**src/rtl/scnt_pkg.sv**
```systemverilog
package scnt_pkg;

    // Operation applied to the state register on the next edge, in priority order
    typedef enum logic [1:0] {
        OP_CLEAR = 2'd0,
        OP_SHIFT = 2'd1,
        OP_FUNC  = 2'd2
    } scnt_op_e;

    function automatic scnt_op_e pick_op(input logic clr, input logic scan);
        if (clr)       return OP_CLEAR;
        else if (scan) return OP_SHIFT;
        else           return OP_FUNC;
    endfunction

endpackage

```
**src/rtl/scnt_next.sv**
```systemverilog
// Ripple next-state logic: sum bit is XOR of carry and state, carry is AND
module scnt_next #(
    parameter int W = 3
) (
    input  logic         en,
    input  logic [W-1:0] cur,
    output logic [W-1:0] nxt
);
    logic [W:0] carry;

    assign carry[0] = en;

    for (genvar i = 0; i < W; i++) begin : g_bit
        assign nxt[i]     = carry[i] ^ cur[i];
        assign carry[i+1] = carry[i] & cur[i];
    end

    logic unused_carry;
    assign unused_carry = carry[W];
endmodule

```
**src/rtl/scnt_shift.sv**
```systemverilog
// Serial path: input enters the low cell, each cell feeds the next one up
module scnt_shift #(
    parameter int W = 3
) (
    input  logic         sin,
    input  logic [W-1:0] cur,
    output logic [W-1:0] shifted,
    output logic         sout
);
    for (genvar i = 0; i < W; i++) begin : g_cell
        if (i == 0) begin : g_head
            assign shifted[i] = sin;
        end else begin : g_link
            assign shifted[i] = cur[i-1];
        end
    end

    assign sout = cur[W-1];
endmodule

```
**src/rtl/scnt_top.sv**
```systemverilog
module scnt_top
    import scnt_pkg::*;
#(
    parameter int W = 3
) (
    input  logic         clk,
    input  logic         cnt_en,
    input  logic         sync_clr,
    input  logic         scan_mode,
    input  logic         scan_din,
    output logic [W-1:0] count_q,
    output logic         scan_dout
);
    typedef struct packed {
        logic [W-1:0] cnt;
    } scnt_state_t;

    scnt_state_t  state_d, state_q;
    logic [W-1:0] func_d;
    logic [W-1:0] shift_d;
    scnt_op_e     op_d;

    scnt_next #(.W(W)) u_next (
        .en  (cnt_en),
        .cur (state_q.cnt),
        .nxt (func_d)
    );

    scnt_shift #(.W(W)) u_shift (
        .sin     (scan_din),
        .cur     (state_q.cnt),
        .shifted (shift_d),
        .sout    (scan_dout)
    );

    always_comb begin
        op_d    = pick_op(sync_clr, scan_mode);
        state_d = state_q;
        case (op_d)
            OP_CLEAR: state_d.cnt = '0;
            OP_SHIFT: state_d.cnt = shift_d;
            default:  state_d.cnt = func_d;
        endcase
    end

    always_ff @(posedge clk) begin
        state_q <= state_d;
    end

    assign count_q = state_q.cnt;

    // Clear wins over every mode
    assert_clear_zero_R1: assert property (@(posedge clk)
        sync_clr |=> (count_q == '0));

    // Functional increment with wrap
    assert_count_step_R2: assert property (@(posedge clk) disable iff (sync_clr)
        (!scan_mode && cnt_en) |=> (count_q == $past(count_q) + W'(1)));

    // Functional hold
    assert_hold_R3: assert property (@(posedge clk) disable iff (sync_clr)
        (!scan_mode && !cnt_en) |=> $stable(count_q));

    // Serial shift toward the top cell
    assert_shift_R4: assert property (@(posedge clk) disable iff (sync_clr)
        scan_mode |=> (count_q == {$past(count_q[W-2:0]), $past(scan_din)}));

    // Serial output follows the cell below the top one after a shift
    assert_sout_R5: assert property (@(posedge clk) disable iff (sync_clr)
        scan_mode |=> (scan_dout == $past(count_q[W-2])));
endmodule

```
**config.mk**
```make
export PLATFORM = sky130hd
export DESIGN_NAME = scnt_top
export DESIGN_NICKNAME = d
export VERILOG_FILES = /design/src/rtl/scnt_pkg.sv /design/src/rtl/scnt_next.sv /design/src/rtl/scnt_shift.sv /design/src/rtl/scnt_top.sv
export SDC_FILE = /design/constraint.sdc
export NUM_CORES = 1
export LEC_CHECK = 0
export ABC_AREA = 1
export BUFFER_PORTS_ARGS = -buffer_cell sky130_fd_sc_hd__buf_4
export CAP_MARGIN = 5
export CELL_PAD_IN_SITES_DETAIL_PLACEMENT = 1
export CELL_PAD_IN_SITES_GLOBAL_PLACEMENT = 1
export CORE_AREA = 2 2 39 41
export DETAILED_ROUTE_END_ITERATION = 10
export DIE_AREA = 0 0 41 43
export PLACE_DENSITY_LB_ADDON = 0.1
export SLEW_MARGIN = 20
export SYNTH_ARGS = -nofsm -noshare
export SYNTH_HDL_FRONTEND = slang
export SYNTH_HIERARCHICAL = 1
export SYNTH_SLANG_ARGS = --single-unit
```
**constraint.sdc**
```tcl
create_clock -name clk -period 1.4 [get_ports clk]
set_input_delay 0 -clock clk [delete_from_list [all_inputs] [get_ports clk]]
set_output_delay 0 -clock clk [all_outputs]
set_load 0.02 [all_outputs]
```
==> metrics.md <==
| Metric | Value |
|---|---|
| ANT nets after route | 0 |
| Worst hold path depth | 3 |
| WL/cell | 7.56 um |
| Die Span Y | 43 um |
| Power Dens Cells | 1110 nW/um^2 |
| Fin. max-slew vios | 0 |
| Net count reported at finish | 42 |
| Max reg flops | 3 |
| Post-Route WL | 378 um |
| Residual DRC | 0 |
| Kind of end point of the critical path | flop |
| Starting Density | 13.1% |
| First-pass GRT wire length | 676 um |
| Non-filler cells, final | 50 |
| HP Class | in2reg |
| Clock transition at the registers of the reported paths | 0.04 ns |
| Max VDD drop | 0.581 mV |
| Sw Ratio | around a quarter |
| Maximum capacitance violations | 0 |
| Req. time, crit path | 1.53 ns |
| Syn_nets | 32 |
| R2r endpoint | count_q[2] |
| Worst reg-to-reg setup slack | around 0.39 ns |
| Synthesis-to-finish area growth | 47.6% |
| CTS resizes | 0 |
| Hold endpoint | count_q[0] |
| Skew-Pair Late Insertion Delay | between 0.2 and 0.25 ns |
| Worst setup path category | reg2reg |
| Worst Tran Pin Value | roughly 0.14 ns |
| Core Box Area | about 1400 um^2 |
| CTS root buffer | clkbuf_4 |
| Yosys warning count | 6 |
| DIE AREA | 1760 um^2 |
| Hpwl dp | 315 um |
| H-Tree Depth | 1 |
| Reg2Reg Depth | 6 |
| Setup_tns | 0 ns |
| Clock share of power | 51.7% |
| Crit path time final | 1.01 ns |
| Slew headroom | 90.4% |
| Combinational share of power | roughly 16% |
| Crit path launch type | flop |
| Internal | 0.223 mW |
| Initial antenna violation count | 0 |
| # rows | 14 |
| Crit-path max FO | 3 |
| RePlAce Congestion | 0.609 |
| Cell variety after synth | 7 |
| CP Data Arrival Time | 1.14 ns |
| RSZ-0062 raised after global routing | false |
| #FFs+latches synth | 3 |
| CTS tree | done |
| Core Util, Final | 19.3% |
| Clock skew | 0.00564 ns |
| Switch Pwr | 0.0743 mW |
| LEAKAGE | 0.144 nW |
| Iteration count of the initial detailed-routing pass | 2 |
| Pin count of the biggest net entering global routing | 5 |
| # diodes | 0 |
| Post-synthesis sequential area ratio | 33.1% |
| # IOs | 9 |
| Syn_area_per_cell | 7.26 um^2 |
| Die X | just over 40 um |
| Endpoints failing hold | 0 |
| Layout cells sized above 1 | 35.3% |
| Max Freq | 986 MHz |
| Placed instance area | roughly 230 um^2 |
| TritonCTS Buffers | 3 |
| Placed cells | 45 |
| Status | complete, no violations |
| Final setup vio count | 0 |
| Longest Clk Path Bufs | 2 |
| Clock sink count | 3 |
| Hold_sp | scan_mode |
| Flop pwr share | 32.5% |
| Commonest non-fill, non-tap cell in the layout | nand2_1 |
| Vias per cell | around 3.5 |
| Synth Instances | 25 |
| GR Overflow Total | 0 |
| Tcrit/Tclk final | approximately 72% |
| Vias in the first global route | 186 |
| GR Util All Layers | 6.33% |
| Vias | 176 |
| Post-Syn Area | 181 um^2 |
| Port Buffers | 8 |
| Design area | 268 um^2 |
| Launching point of the worst reg2reg path | count_q[0] |
| Most frequent cells in the layout | nand2_1 (9), buf_4 (8) |
| Iteration-0 DRC Markers | 3 |
[power by group through the flow]
stage	logic (mW)	clock network, mW	registers (mW)
floorplan	0.0236	0	0.104
global placement	0.0452	0	0.0982
detailed placement	0.0456	0	0.0982
CTS	0.0478	0.162	0.0968
global route	0.0522	0.176	0.0980
finish	0.0470	0.153	0.0964
[cell type report]
type	instances	area (um^2)
flip-flops and latches	3	60.1
clock buffers	4	26.3
repair buffers	9	70.1
multi-input cells	15	80.1
inverters	3	11.3
well taps	16	20.0
fillers	174	1120
[worst max-delay path by stage]
| stage | end | slack (ns) | from | depth (start not counted) |
|---|---|---|---|---|
| after floorplan | count_q[2] | 0.31 | count_q[0] | 7 |
| after global placement | count_q[2] | 0.39 | count_q[0] | 6 |
| after detailed placement | count_q[2] | 0.38 | count_q[0] | 7 |
| final | count_q[2] | 0.39 | count_q[0] | 6 |
| after CTS | count_q[2] | 0.37 | count_q[0] | 6 |
| after global routing | count_q[2] | 0.28 | count_q[0] | 7 |
[cell families after synthesis]
group | synth area share, %
AND/OR/NAND/NOR | 30.3
buffers and inverters | 22.8
flip-flops | 33.1
adder cells (fa/ha/maj) | 13.8
[critical path: stages (launching register included)]
cell     delay [ns]
dfxtp_1        0.31
ha_1           0.18
ha_1           0.19
nand2_1        0.07
nand2_1        0.05
nand2_1        0.06
nand2_1        0.04
[metal layers]
| metal | vias up | part of all wire, % | GRT usage (%) |
|---|---|---|---|
| met5 | - | 0 | 0 |
| met2 | 9 | 42 | 8.44 |
| li1 | 90 | - | - |
| met3 | 0 | 14 | 7.85 |
| met4 | 0 | 0 | 2.00 |
| met1 | 77 | 43 | 5.81 |
[synthesized netlist by cell type, drive strengths merged]
cell type  number  area [um^2]
nand2           9         33.8
nand3           3         15.0
dfxtp           3         60.1
inv             3         11.3
nor2            1         6.26
buf             4         30.0
ha              2         25.0
[timing repair]
item	4_1_cts	5_1_grt
setup buffers	0	0
hold endpoints to repair	1	0
hold buffers	1	0
[through the flow]
| stage | setup slack [ns] | power (mW) | hold slack (ns) |
|---|---|---|---|
| 3_5_place_dp | 0.382 | 0.144 | 0.238 |
| 5_1_grt | 0.277 | 0.326 | 0.0372 |
| 3_3_place_gp | 0.394 | 0.143 | 0.247 |
| 4_1_cts | 0.375 | 0.306 | 0.0280 |
| 2_1_floorplan | 0.309 | 0.128 | 0.141 |
| 6_report | 0.386 | 0.297 | 0.0301 |
Note: power is estimated with default switching activity, not from simulation.
